[src/rtl/line_drive_pkg.sv]
package line_drive_pkg;
  localparam int FIELD_CNT = 6;
  localparam int ADDR_W = 5;
  localparam int IDX_W = ADDR_W - 2;

  typedef enum logic [IDX_W-1:0] {
    F_OWN  = 3'd0,
    F_BSEL = 3'd1,
    F_OE   = 3'd2,
    F_MDRV = 3'd3,
    F_PULL = 3'd4,
    F_DOUT = 3'd5
  } field_e;

  typedef enum logic [1:0] {
    SLOT_SET  = 2'd0,
    SLOT_CLR  = 2'd1,
    SLOT_STAT = 2'd2
  } slot_e;

  typedef struct packed {
    logic [FIELD_CNT-1:0] setStb;
    logic [FIELD_CNT-1:0] clrStb;
    logic                 rdValid;
    logic [IDX_W-1:0]     rdField;
  } strobe_t;

  // per-setting reset level: ownership and pull-up come up as ones
  localparam logic [FIELD_CNT-1:0] RESET_ONES = 6'b010001;
endpackage

[src/rtl/line_drive_decode.sv]
module line_drive_decode
  import line_drive_pkg::*;
(
  input  logic              busWrEn,
  input  logic [ADDR_W-1:0] busAddr,
  output strobe_t           stb
);
  logic [IDX_W-1:0] fieldIdx;
  logic [1:0]       slot;

  assign fieldIdx = busAddr[ADDR_W-1:2];
  assign slot     = busAddr[1:0];

  always_comb begin
    stb = '0;
    stb.rdField = fieldIdx;
    for (int f = 0; f < FIELD_CNT; f++) begin
      if (fieldIdx == IDX_W'(f)) begin
        stb.setStb[f] = busWrEn && (slot == SLOT_SET);
        stb.clrStb[f] = busWrEn && (slot == SLOT_CLR);
        stb.rdValid   = (slot == SLOT_STAT);
      end
    end
  end

  // at most one setting touched per write, never both set and clear
  always_comb begin
    a_r2_single_strobe: assert ($onehot0({stb.setStb, stb.clrStb}));
  end
endmodule

[src/rtl/line_drive_datapath.sv]
module line_drive_datapath
  import line_drive_pkg::*;
#(
  parameter int NUM_LINES = 32
) (
  input  logic                 clk,
  input  logic                 rstN,
  input  strobe_t              stb,
  input  logic [NUM_LINES-1:0] busWdata,
  output logic [NUM_LINES-1:0] busRdata,
  input  logic [NUM_LINES-1:0] periphAOe,
  input  logic [NUM_LINES-1:0] periphADo,
  input  logic [NUM_LINES-1:0] periphBOe,
  input  logic [NUM_LINES-1:0] periphBDo,
  output logic [NUM_LINES-1:0] padOe,
  output logic [NUM_LINES-1:0] padDo,
  output logic [NUM_LINES-1:0] padPullEn
);
  logic [NUM_LINES-1:0] cfgQ [FIELD_CNT];
  logic [NUM_LINES-1:0] srcOe;
  logic [NUM_LINES-1:0] srcDo;

  for (genvar f = 0; f < FIELD_CNT; f++) begin : g_field
    always_ff @(posedge clk or negedge rstN) begin
      if (!rstN) begin
        cfgQ[f] <= {NUM_LINES{RESET_ONES[f]}};
      end else if (stb.setStb[f]) begin
        cfgQ[f] <= cfgQ[f] | busWdata;
      end else if (stb.clrStb[f]) begin
        cfgQ[f] <= cfgQ[f] & ~busWdata;
      end
    end

    a_r2_set_marks: assert property (@(posedge clk) disable iff (!rstN)
      stb.setStb[f] |=> ((cfgQ[f] & $past(busWdata)) == $past(busWdata)));
    a_r3_clear_marks: assert property (@(posedge clk) disable iff (!rstN)
      stb.clrStb[f] |=> ((cfgQ[f] & $past(busWdata)) == '0));
    a_r3_unmarked_kept: assert property (@(posedge clk) disable iff (!rstN)
      (stb.setStb[f] || stb.clrStb[f]) |=>
        ((cfgQ[f] & ~$past(busWdata)) == ($past(cfgQ[f]) & ~$past(busWdata))));
    a_r9_idle_stable: assert property (@(posedge clk) disable iff (!rstN)
      !(stb.setStb[f] || stb.clrStb[f]) |=> $stable(cfgQ[f]));
  end

  always_comb begin
    busRdata = '0;
    if (stb.rdValid) begin
      for (int f = 0; f < FIELD_CNT; f++) begin
        if (stb.rdField == IDX_W'(f)) busRdata = cfgQ[f];
      end
    end
  end

  for (genvar l = 0; l < NUM_LINES; l++) begin : g_line
    always_comb begin
      if (cfgQ[F_OWN][l]) begin
        srcOe[l] = cfgQ[F_OE][l];
        srcDo[l] = cfgQ[F_DOUT][l];
      end else if (cfgQ[F_BSEL][l]) begin
        srcOe[l] = periphBOe[l];
        srcDo[l] = periphBDo[l];
      end else begin
        srcOe[l] = periphAOe[l];
        srcDo[l] = periphADo[l];
      end
      if (cfgQ[F_MDRV][l]) begin
        padOe[l] = srcOe[l] & ~srcDo[l];
        padDo[l] = 1'b0;
      end else begin
        padOe[l] = srcOe[l];
        padDo[l] = srcDo[l];
      end
    end
  end

  assign padPullEn = cfgQ[F_PULL];

  // an open-drain line never drives a high level
  a_r7_no_high_drive: assert property (@(posedge clk) disable iff (!rstN)
    (cfgQ[F_MDRV] & padOe & padDo) == '0);
  // controller-owned lines never enable the driver when the output-enable setting is off
  a_r5_owned_oe: assert property (@(posedge clk) disable iff (!rstN)
    (cfgQ[F_OWN] & ~cfgQ[F_OE] & padOe) == '0);
endmodule

[src/rtl/line_drive_ctrl.sv]
module line_drive_ctrl
  import line_drive_pkg::*;
#(
  parameter int NUM_LINES = 32
) (
  input  logic                 clk,
  input  logic                 rstN,
  input  logic                 busWrEn,
  input  logic [4:0]           busAddr,
  input  logic [NUM_LINES-1:0] busWdata,
  output logic [NUM_LINES-1:0] busRdata,
  input  logic [NUM_LINES-1:0] periphAOe,
  input  logic [NUM_LINES-1:0] periphADo,
  input  logic [NUM_LINES-1:0] periphBOe,
  input  logic [NUM_LINES-1:0] periphBDo,
  output logic [NUM_LINES-1:0] padOe,
  output logic [NUM_LINES-1:0] padDo,
  output logic [NUM_LINES-1:0] padPullEn
);
  strobe_t stb;

  line_drive_decode u_decode (
    .busWrEn (busWrEn),
    .busAddr (busAddr),
    .stb     (stb)
  );

  line_drive_datapath #(.NUM_LINES(NUM_LINES)) u_datapath (
    .clk       (clk),
    .rstN      (rstN),
    .stb       (stb),
    .busWdata  (busWdata),
    .busRdata  (busRdata),
    .periphAOe (periphAOe),
    .periphADo (periphADo),
    .periphBOe (periphBOe),
    .periphBDo (periphBDo),
    .padOe     (padOe),
    .padDo     (padDo),
    .padPullEn (padPullEn)
  );
endmodule

[config.mk]
export PLATFORM = sky130hd
export DESIGN_NAME = line_drive_ctrl
export DESIGN_NICKNAME = d
export VERILOG_FILES = /design/src/rtl/line_drive_pkg.sv /design/src/rtl/line_drive_decode.sv /design/src/rtl/line_drive_datapath.sv /design/src/rtl/line_drive_ctrl.sv
export SDC_FILE = /design/constraint.sdc
export NUM_CORES = 1
export LEC_CHECK = 0
export BUFFER_PORTS_ARGS = -buffer_cell sky130_fd_sc_hd__buf_4
export CAP_MARGIN = 40
export CORE_MARGIN = 2
export CORE_UTILIZATION = 50
export DETAILED_ROUTE_END_ITERATION = 7
export PLACE_DENSITY = 0.78
export SLEW_MARGIN = 15
export SYNTH_ARGS = -nofsm -noshare
export SYNTH_HDL_FRONTEND = slang
export SYNTH_SLANG_ARGS = --single-unit
[constraint.sdc]
create_clock -name clk -period 1.25 [get_ports clk]
set_clock_uncertainty 0.1 [all_clocks]
set_input_delay 0.125 -clock clk [delete_from_list [all_inputs] [get_ports clk]]
set_output_delay 0.125 -clock clk [all_outputs]
set_load 0.02 [all_outputs]
Word-level counts from Yosys, hierarchy flattened
Cells that the tools add are included.
{"block": "totals", "reg_bits": 192, "out_inout_bits": 128, "elab_cells": 328}
{"block": "op_classes", "bitwise_logic": 77, "n_mux": 228, "reduce_logical": 10, "eq_ne": 7}
{"op": "$mux W32", "n": 19}
{"op": "$mux W1", "n": 208}
{"op": "$and A32 B32 Y32", "n": 6}
{"op": "$or A32 B32 Y32", "n": 6}
{"op": "$and A1 B1 Y1", "n": 32}
{"op": "$not A1 Y1", "n": 32}
{"op": "$not A32 Y32", "n": 1}
{"op": "$reduce_bool A2 Y1", "n": 6}
{"op": "$eq A3 B2 Y1 const B", "n": 2}
{"op": "$eq A3 B3 Y1 const B", "n": 2}
{"op": "$eq A3 B1 Y1 const B", "n": 1}
{"op": "$logic_not A3 Y1", "n": 1}
{"op": "$eq A2 B1 Y1 const B", "n": 1}
{"op": "$eq A2 B2 Y1 const B", "n": 1}
{"op": "$logic_and A1 B1 Y1", "n": 2}
{"op": "$logic_not A2 Y1", "n": 1}
{"op": "$mux W2", "n": 1}

Logic depth before layout (Yosys ltp)
{"block": "logic_depth", "depth_word": 9, "ltp_mapped": 7}

Modules after synthesis
A second synthesis with hierarchy kept.
{"block": "unflattened", "cells_unflattened": 1180, "area_unflattened_um2": 11553.6}
{"module": "line_drive_datapath", "n_inst": 1, "area_per_inst_um2": 11404.7, "cells_each": 1156}
{"module": "line_drive_decode", "n_inst": 1, "area_per_inst_um2": 148.9, "cells_each": 24}

Worst setup path after synthesis
No wires, ideal clock.
{"block": "synth_timing", "kind": "input-to-output", "startpoint": "in busAddr[2]", "endpoint": "out busRdata[28]", "path_buffers": 3, "stages": 6, "path_slack_ns": -0.389, "t_arrival_ns": 1.414, "cell_sequence": "buf_4 -> buf_6 -> nand2b_2 -> buf_2 -> o221ai_1 -> a221oi_1"}
{"block": "synth_between", "elab_chain_cells": 8}
{"item": "start, declared", "line_no": "line_drive_ctrl.sv:9", "text": "input logic [4:0] busAddr,"}
{"item": "$logic_not A3 Y1", "line_no": "line_drive_decode.sv:18, line_drive_datapath.sv:49"}
{"item": "$mux W32 or $mux W2 (tied branches)", "line_no": "line_drive_datapath.sv:49, line_drive_decode.sv:18"}
{"item": "$mux W32 or $mux W1 (tied branches) (5 in series)", "line_no": "line_drive_datapath.sv:49, line_drive_decode.sv:18"}
{"item": "$mux W32 (*)", "line_no": "line_drive_datapath.sv:47", "text": "if (stb.rdValid) begin"}
{"item": "end, declared", "line_no": "line_drive_ctrl.sv:11", "text": "output logic [NUM_LINES-1:0] busRdata,"}
Every way passes the cells marked *; elsewhere a longest branch is shown, timed or not.

==> metrics.txt <==
Slew HR=64.97%; first-pass GRT wire length=71810 µm; grt met1 use=42.93%; post-layout util=83.23%; final WL=49650 µm; cts bufs inserted=17; top post-synthesis cells by area=dfrtp_1 26%, mux2i_1 15%, dfstp_2 14%; initial antenna violation count=0; PortBufs=295; fill count=1188; Crit-path slowest cell=dfrtp_2; final worst-path cycle share=161.4%; die width=161.8 µm; post-synth top area cell=dfrtp_1; post-route minimum period=2.017 ns; TritonRoute pass-1 iters=5; Reg2Reg Depth=5; Clock Sink Count=192; DP Wirelength=29540 µm; drt initial violations=1042; Initial Utilization=51.03%; top cell type's share of synthesized area=25.73%; RePlAce Congestion=0.8334; # setup viols final=129; Die Footprint=26170 µm²; Worst path depth=4; Crit path required time=1.02 ns; PD cells=1402 nW/µm²; GRT met3 Usage=4.980%; Hold Fails Final Rpt=0; DR WL/cell=23.09 µm; final cell count without fillers=2150; grt total ovfl=0; Die Y=161.8 µm; CP Capture Type=primary output; critical path fanouts, max=3; share of cells above drive strength 1=53.45%; placed insts=2050; count leader, synth=mux2i_1; I/O pins=296; Critical Path Max Stage Delay=0.47 ns; maxcap violations=0; H-tree depth=4; busiest layer in global routing=met2; vias per inst=6.064; cell area after layout=20300 µm²; synth cell count leaders=192 x mux2i_1, 161 x inv_1, 128 x dfrtp_1; post-synthesis cell type count=32; largest net degree at the start of global routing=105; #FFs+latches synth=192; Total GRT Usage=34.72%; Mapped Area=12450 µm²; Worst EP arrival=1.79 ns; crit-path leading delay family=multiplexers; status=finished, violations left; post-placement cell area=17430 µm²; failing checks=negative setup slack; crit path kind=reg -> out; unrepaired setup endpoints after global routing=yes; DR DRC count=0; CTS clk-pin slew, worst paths=0.08 ns; Hold Path Class=in -> async; startpoint class of the critical path=flop; CP Capture Point=padOe[21]; vias in the first global route=13.48k; syn avg cell area=9.604 µm²; pre-CTS setup slack=-0.4332 ns; CTS tree=built; worst-margin pin slew=0.5254 ns; net count after synthesis=1464; FFs w/ async S/R, synth=100.0%; core outline area=24390 µm²; leakage=10.16 nW; Longest Clk Path Bufs=2; Layout Nets=1981; Max rail drop VDD=0.0009085 V; CP Buf/Inv Count=1; met2 usage=60.83%; clock latency on the worst-skew pair=0.43 ns; WHS=0.07862 ns; worst setup margin=-0.7674 ns; Post-synth EDFFs=0; Root Buffer=clkbuf_16; r2r setup slk=0.01 ns; Most used DFF post-synth=dfrtp_1; Post-DRT Antenna Nets=0; vias=13.04k; Max Fclk=495.7 MHz; Cell Chain, Critical Path=mux2_4 > mux2i_2 > o221a_2 > buf_6; FP Rows=57; Seq/Total Area, Yosys=39.24%; Pins Over Slew Limit=0; # diodes=0; cells after synthesis=1296; Area Growth Syn to Fin=63.10%; Synth warnings=0
[cells in the final DEF, fill, tap and decap left out, drive strengths merged, types with 32 or more instances in the layout]
cell type,n
dfrtp,128
mux2i,192
buf,593
nand3,128
o221a,32
dfstp,64
nor2,34
dlygate4sd3,33
nand2,88
o21ai,73
inv,164
mux2,96
o31ai,64
nand2b,33
a221oi,32
[cell families (layout without fill, tap and decap cells)]
family | Yosys count | in the layout | synth area share (%)
mux | 288 | 288 | 24.13
buf+inv | 291 | 821 | 10.90
compound gates | 233 | 233 | 14.30
flops | 192 | 192 | 39.24
simple gates | 292 | 292 | 11.43
[power breakdown]
group	total (W)	leakage, nW	internal (W)	switching, W
clock network	0.00576	0.282	0.00306	0.00269
registers	0.00873	2.17	0.00772	0.00101
logic	0.0140	7.70	0.00736	0.00660
total	0.0285	10.2	0.0181	0.0103
[cell type report]
cell class / count / area (µm²) / share of cell area (%)
clock buffers: 20 / 446.7 / 2.200
clock inverters: 12 / 153.9 / 0.7581
inverters: 161 / 609.3 / 3.002
multi-input cells: 813 / 7904 / 38.93
flip-flops and latches: 192 / 4888 / 24.08
well taps: 324 / 405.4 / 1.997
repair buffers: 628 / 5893 / 29.03
[metrics by stage]
stage / TNS [ns] / power, W
final: -66.40 / 0.02845
after global routing: -71.36 / 0.02942
after CTS: -66.36 / 0.02674
after detailed placement: -67.83 / 0.01924
after global placement: -62.33 / 0.01887
after floorplan: -8.136 / 0.01418
[how the worst min path moves through the flow]
stage	slack (ns)	to	depth (start not counted)
3_5_place_dp	-0.03	asynchronous set/reset pin	1
2_1_floorplan	-0.27	asynchronous set/reset pin	0
4_1_cts	0.08	asynchronous set/reset pin	2
6_report	0.08	asynchronous set/reset pin	2
3_3_place_gp	-0.03	asynchronous set/reset pin	1
5_1_grt	0.10	asynchronous set/reset pin	2
[repair_timing]
action,in CTS,in global routing
hold endpoints to repair,331,0
cloned,0,1
gates resized for setup,271,118
pin swaps,93,55
hold buffers,33,0
endpoints found under the setup margin,128,137
buffers inserted,16,30
[per-layer routing]
layer  routed length (µm)  vias up  part of all wire [%]
li1                     -     5597                     -
met1                18270     6417                    37
met2                25260      809                    51
met3                 3769      215                   7.6
met4                 2350        0                   4.7
met5                    0        -                     0
(Power assumes the default switching activity.)
